[config.mk]
export PLATFORM = sky130hd
export DESIGN_NAME = audio_frame_rx
export DESIGN_NICKNAME = d
export VERILOG_FILES = /design/src/rtl/afr_pkg.sv /design/src/rtl/afr_sync.sv /design/src/rtl/afr_edge_det.sv /design/src/rtl/afr_framer.sv /design/src/rtl/afr_chan_cap.sv /design/src/rtl/audio_frame_rx.sv
export SDC_FILE = /design/constraint.sdc
export NUM_CORES = 1
export LEC_CHECK = 0
export BUFFER_PORTS_ARGS = -buffer_cell sky130_fd_sc_hd__buf_2
export CAP_MARGIN = 25
export CORE_MARGIN = 3
export CORE_UTILIZATION = 40
export CTS_CLUSTER_DIAMETER = 50
export DETAILED_ROUTE_END_ITERATION = 12
export SKIP_CTS_REPAIR_TIMING = 1
export SYNTH_ARGS = -nofsm -noshare
export SYNTH_HDL_FRONTEND = slang
export SYNTH_HIERARCHICAL = 1
export SYNTH_SLANG_ARGS = --single-unit
[constraint.sdc]
create_clock -name clk_i -period 9.21 [get_ports clk_i]
set_input_delay 1.842 -clock clk_i [delete_from_list [all_inputs] [get_ports clk_i]]
set_output_delay 1.842 -clock clk_i [all_outputs]
set_load 0.005 [all_outputs]
[src/rtl/afr_pkg.sv]
package afr_pkg;
  typedef enum logic {EDGE_RISE = 1'b0, EDGE_FALL = 1'b1} smp_edge_e;
  typedef enum logic {ORD_MSB = 1'b0, ORD_LSB = 1'b1} bit_order_e;
  localparam int SYNC_STAGES = 2;
  localparam int N_CHAN = 2;
endpackage

[src/rtl/afr_sync.sv]
module afr_sync #(
  parameter int W      = 3,
  parameter int STAGES = 2
) (
  input  logic         clk_i,
  input  logic         rst_ni,
  input  logic [W-1:0] d_i,
  output logic [W-1:0] q_o
);
  logic [W-1:0] st_q [STAGES];

  always_ff @(posedge clk_i or negedge rst_ni) begin
    if (!rst_ni) begin
      for (int i = 0; i < STAGES; i++) st_q[i] <= '0;
    end else begin
      st_q[0] <= d_i;
      for (int i = 1; i < STAGES; i++) st_q[i] <= st_q[i-1];
    end
  end

  assign q_o = st_q[STAGES-1];
endmodule

[src/rtl/afr_edge_det.sv]
module afr_edge_det import afr_pkg::*; (
  input  logic      clk_i,
  input  logic      rst_ni,
  input  logic      sck_s_i,
  input  smp_edge_e sel_i,
  output logic      smp_o
);
  logic prev_q;

  always_ff @(posedge clk_i or negedge rst_ni) begin
    if (!rst_ni) prev_q <= 1'b0;
    else         prev_q <= sck_s_i;
  end

  assign smp_o = (sel_i == EDGE_FALL) ? (prev_q & ~sck_s_i) : (~prev_q & sck_s_i);
endmodule

[src/rtl/afr_framer.sv]
module afr_framer #(
  parameter int POS_W = 6
) (
  input  logic             clk_i,
  input  logic             rst_ni,
  input  logic             smp_i,
  input  logic             ws_i,
  input  logic             ws_rise_i,
  output logic             fstart_o,
  output logic             active_o,
  output logic [POS_W-1:0] idx_o
);
  logic             ws_prev_q, primed_q, in_frame_q;
  logic [POS_W-1:0] cnt_q;

  assign fstart_o = smp_i && primed_q &&
                    (ws_rise_i ? (!ws_prev_q && ws_i) : (ws_prev_q && !ws_i));
  assign active_o = fstart_o || (smp_i && in_frame_q);
  // saturate so an over-long frame cannot wrap into a channel window
  assign idx_o    = fstart_o ? '0 : ((&cnt_q) ? cnt_q : cnt_q + 1'b1);

  always_ff @(posedge clk_i or negedge rst_ni) begin
    if (!rst_ni) begin
      ws_prev_q  <= 1'b0;
      primed_q   <= 1'b0;
      in_frame_q <= 1'b0;
      cnt_q      <= '0;
    end else if (smp_i) begin
      ws_prev_q <= ws_i;
      primed_q  <= 1'b1;
      if (fstart_o) in_frame_q <= 1'b1;
      if (active_o) cnt_q <= idx_o;
    end
  end
endmodule

[src/rtl/afr_chan_cap.sv]
module afr_chan_cap import afr_pkg::*; #(
  parameter int SAMPLE_W = 16,
  parameter int POS_W    = 6,
  localparam int STOP_W  = $clog2(SAMPLE_W),
  localparam int OW      = POS_W + 1
) (
  input  logic                clk_i,
  input  logic                rst_ni,
  input  logic                smp_i,
  input  logic                fstart_i,
  input  logic                active_i,
  input  logic [POS_W-1:0]    idx_i,
  input  logic [POS_W-1:0]    start_i,
  input  logic [STOP_W-1:0]   stop_i,
  input  bit_order_e          order_i,
  input  logic                bit_i,
  output logic [SAMPLE_W-1:0] word_nxt_o,
  output logic                last_o
);
  logic [SAMPLE_W-1:0] work_q;
  logic [OW-1:0]       offs, n_bits;
  logic [STOP_W-1:0]   pos;
  logic                hit;

  always_comb begin
    offs   = {1'b0, idx_i} - {1'b0, start_i};
    n_bits = OW'(SAMPLE_W) - OW'(stop_i);
    hit    = smp_i && active_i && (idx_i >= start_i) && (offs < n_bits);
    pos    = (order_i == ORD_LSB) ? stop_i + offs[STOP_W-1:0]
                                  : STOP_W'(SAMPLE_W - 1) - offs[STOP_W-1:0];
    word_nxt_o = fstart_i ? '0 : work_q;
    if (hit) word_nxt_o[pos] = bit_i;
    last_o = hit && (offs == n_bits - 1'b1);
  end

  always_ff @(posedge clk_i or negedge rst_ni) begin
    if (!rst_ni)    work_q <= '0;
    else if (smp_i) work_q <= word_nxt_o;
  end
endmodule

[src/rtl/audio_frame_rx.sv]
module audio_frame_rx import afr_pkg::*; #(
  parameter int SAMPLE_W = 16,
  parameter int POS_W    = 6,
  localparam int STOP_W  = $clog2(SAMPLE_W)
) (
  input  logic                clk_i,
  input  logic                rst_ni,
  input  logic                sck_i,
  input  logic                ws_i,
  input  logic                sd_i,
  input  logic [POS_W-1:0]    cfg_left_start_i,
  input  logic [POS_W-1:0]    cfg_right_start_i,
  input  logic [STOP_W-1:0]   cfg_stop_i,
  input  logic                cfg_lsb_first_i,
  input  logic                cfg_fall_edge_i,
  input  logic                cfg_ws_rise_i,
  output logic [SAMPLE_W-1:0] left_o,
  output logic [SAMPLE_W-1:0] right_o,
  output logic                valid_o
);
  logic [2:0]          pins_s;
  logic                sck_s, ws_s, sd_s;
  logic                smp_edge, frame_start, frame_active;
  logic [POS_W-1:0]    bit_idx;
  logic [POS_W-1:0]    ch_start [N_CHAN];
  logic [SAMPLE_W-1:0] ch_word  [N_CHAN];
  logic                ch_last  [N_CHAN];

  afr_sync #(.W(3), .STAGES(SYNC_STAGES)) u_sync (
    .clk_i (clk_i),
    .rst_ni(rst_ni),
    .d_i   ({sck_i, ws_i, sd_i}),
    .q_o   (pins_s)
  );
  assign {sck_s, ws_s, sd_s} = pins_s;

  afr_edge_det u_edge (
    .clk_i  (clk_i),
    .rst_ni (rst_ni),
    .sck_s_i(sck_s),
    .sel_i  (smp_edge_e'(cfg_fall_edge_i)),
    .smp_o  (smp_edge)
  );

  afr_framer #(.POS_W(POS_W)) u_framer (
    .clk_i    (clk_i),
    .rst_ni   (rst_ni),
    .smp_i    (smp_edge),
    .ws_i     (ws_s),
    .ws_rise_i(cfg_ws_rise_i),
    .fstart_o (frame_start),
    .active_o (frame_active),
    .idx_o    (bit_idx)
  );

  assign ch_start[0] = cfg_left_start_i;
  assign ch_start[1] = cfg_right_start_i;

  for (genvar c = 0; c < N_CHAN; c++) begin : g_ch
    afr_chan_cap #(.SAMPLE_W(SAMPLE_W), .POS_W(POS_W)) u_cap (
      .clk_i     (clk_i),
      .rst_ni    (rst_ni),
      .smp_i     (smp_edge),
      .fstart_i  (frame_start),
      .active_i  (frame_active),
      .idx_i     (bit_idx),
      .start_i   (ch_start[c]),
      .stop_i    (cfg_stop_i),
      .order_i   (bit_order_e'(cfg_lsb_first_i)),
      .bit_i     (sd_s),
      .word_nxt_o(ch_word[c]),
      .last_o    (ch_last[c])
    );
  end

  // right channel completion publishes both words
  always_ff @(posedge clk_i or negedge rst_ni) begin
    if (!rst_ni) begin
      left_o  <= '0;
      right_o <= '0;
      valid_o <= 1'b0;
    end else begin
      valid_o <= ch_last[1];
      if (ch_last[1]) begin
        left_o  <= ch_word[0];
        right_o <= ch_word[1];
      end
    end
  end
endmodule

==> impl_metrics.tcl <==
set metrics [dict create \
    final_layout_size_suffix_gt1_share_pct 24.12 \
    grt_pass1_wl_mm 23.40 \
    clockBufferDepth 2 \
    path_buf_inv 3 \
    vdd_drop_max_uv 272.5 \
    dieArea_um2 16120 \
    start_util_pct 41.52 \
    hold_path_class "register to register" \
    antenna_found_initial 0 \
    syn2layout_area_growth_pct 11.74 \
    min_period_ns 6.394 \
    pre_cts_slack_ns 2.414 \
    dp_hpwl_mm 10.20 \
    regToRegEndpoint "left_o[15]" \
    worst_slew_pin_slew_ns 0.7761 \
    crit_path_end_kind "register" \
    fin_crit_sh_pct 69.42 \
    crit_cells 17 \
    nets 676 \
    setup_violations 0 \
    cts_inserted_buffers 9 \
    fill_cells 1313 \
    clk_pin_slew_ns 0.06 \
    overflow 0 \
    num_antenna_cells 0 \
    multiInputGateArea_um2 3508 \
    regArea_um2 2027 \
    place.gp.congestion 0.8694 \
    crit_path_start "cfg_fall_edge_i" \
    power.density_nw_per_um2 274.7 \
    coreArea_um2 14100 \
    syn_nets 624 \
    viasPerCell 5.812 \
    via_count 4661 \
    setup_tns_ns 0 \
    timing.critical_path.max_delay_family "compound AO/OA/AOI/OAI gates" \
    synth.cell_area_um2 5853 \
    grt_max_degree 61 \
    clockRootBuffer "clkbuf_16" \
    ioPinCount 57 \
    dp_cells 784 \
    ff2ff_path_depth 17 \
    wl_per_cell_um 17.56 \
    final-max-slew-violation-count 0 \
    arrival_ns 6.62 \
    cts.sinks 81 \
    reg2reg_slack_ns 3.92 \
    path_max_fanout 37 \
    port_buffers 56 \
    drc 0 \
    maxCapViolCount 0 \
    first_pass_iters 5 \
    drt_wl_total_mm 14.08 \
    insertion_delay_ns 0.34 \
    run_status "finished clean" \
    track_usage_pct 17.99 \
    syn_area_per_cell_um2 10.36 \
    grt_pass1_vias 4671 \
    timing.critical_path.slowest_stage_cell "inv_2" \
    htree_levels 3 \
    row_count 43 \
    fin_skew_ns 0.007508 \
    stdcell_count 802 \
    synth_cells 565 \
    cp.required_ns 9.44 \
    hold_viol 0 \
    rsz0062_at_grt "no" \
    cts_tree "done" \
    critPathCapture "left_o[15]" \
    final_area_um2 6540 \
    path_class "input pin to register" \
    setup_slack_ns 2.816 \
    crit_path_cell_trace "buf_2 > o21ai_2 > o21ai_4 > inv_2 > a21oi_1 > ha_1 > nand3b_4 > a21boi_2 > nor2_1 > ha_1 > a21o_1 > a211oi_2 > and3_1 > o211ai_1 > nor2_4 > buf_4 > mux2_2" \
    relSlewSlack_pct 48.26 \
    crit_path_start_kind "input pin" \
    placed_area_um2 6212 \
    synth_warnings 6 \
    r2r_start "u_edge/prev_q" \
    crit_path_frequent_cell "ha_1" \
    p_leak_nw 2.795 \
    slowest_delay_ns 0.51 \
    dr.first_iter.drc_count 381 \
    die_w_um 127.0 \
    die_h_um 127.0 \
    max_freq_mhz 156.4 \
    final_antenna_net_count 0 \
]
==> area by class of cell <==
| cell class | count | share of cell area, % |
|---|---|---|
| clock inverters | 5 | 1.224 |
| well taps | 180 | 3.444 |
| repair buffers | 61 | 4.898 |
| multi-input cells | 425 | 53.64 |
| inverters | 39 | 2.238 |
| flip-flops and latches | 81 | 30.99 |
| clock buffers | 11 | 3.558 |
==> per-layer routing <==
layer	part of all wire, %	global-route usage [%]
met3	4.0	4.379
met1	47	23.36
met2	48	30.04
met4	1.3	4.795
met5	0	0
==> state kept, by name, indices dropped and copies added (netlist names) <==
register	flops
g_ch.u_cap/work_q	32
left_o	16
right_o	16
u_edge/prev_q	1
u_framer/cnt_q	6
u_framer/in_frame_q	1
u_framer/primed_q	1
u_framer/ws_prev_q	1
u_sync/q_o	3
u_sync/st_q	3
valid_o	1
==> worst min-delay path by stage <==
stage	from	to	slack (ns)	depth (start not counted)
2_1_floorplan	u_sync/st_q[3]	u_sync/q_o[0]	0.33	0
4_1_cts	u_sync/st_q[5]	u_sync/q_o[2]	0.35	0
5_1_grt	u_sync/st_q[5]	u_sync/q_o[2]	0.36	0
3_5_place_dp	u_sync/st_q[5]	u_sync/q_o[2]	0.34	0
3_3_place_gp	u_sync/st_q[5]	u_sync/q_o[2]	0.33	0
6_report	u_sync/st_q[5]	u_sync/q_o[2]	0.35	0
==> cells in the final DEF, fill, tap and decap left out, types with 5 or more instances in the layout <==
master and n:
nand2_1 25, a211oi_2 5, inv_1 37, nand3_1 29
buf_2 55, nor2_1 14, o211ai_1 11, a211o_1 13
o21ai_0 13, a311o_1 6, clkbuf_16 9, xnor2_1 13
mux2_4 30, nor3_1 8, and4_1 9, and3_1 5
a31oi_1 7, a21oi_1 21, nand4_1 8, nor4_1 12
buf_4 6, a221o_1 10, nand3b_1 6, a21o_1 26
nor2b_1 32, o21ai_1 5, nand2b_1 9, dfrtp_1 81
ha_1 31
==> stage by stage <==
| step | hold slack (ns) | power [mW] | utilization, % |
|---|---|---|---|
| floorplan | 0.3312 | 1.188 | - |
| global route | 0.3556 | 1.941 | 46.40 |
| finish | 0.3452 | 1.797 | 46.40 |
| detailed placement | 0.3356 | 1.384 | 44.07 |
| CTS | 0.3485 | 1.779 | 46.29 |
| global placement | 0.3341 | 1.361 | 44.07 |
==> power by group <==
group          switching, mW  internal [mW]
clock network          0.148          0.237
logic                  0.654          0.371
registers             0.0159          0.371
total                  0.818          0.979
(Power assumes the default switching activity.)
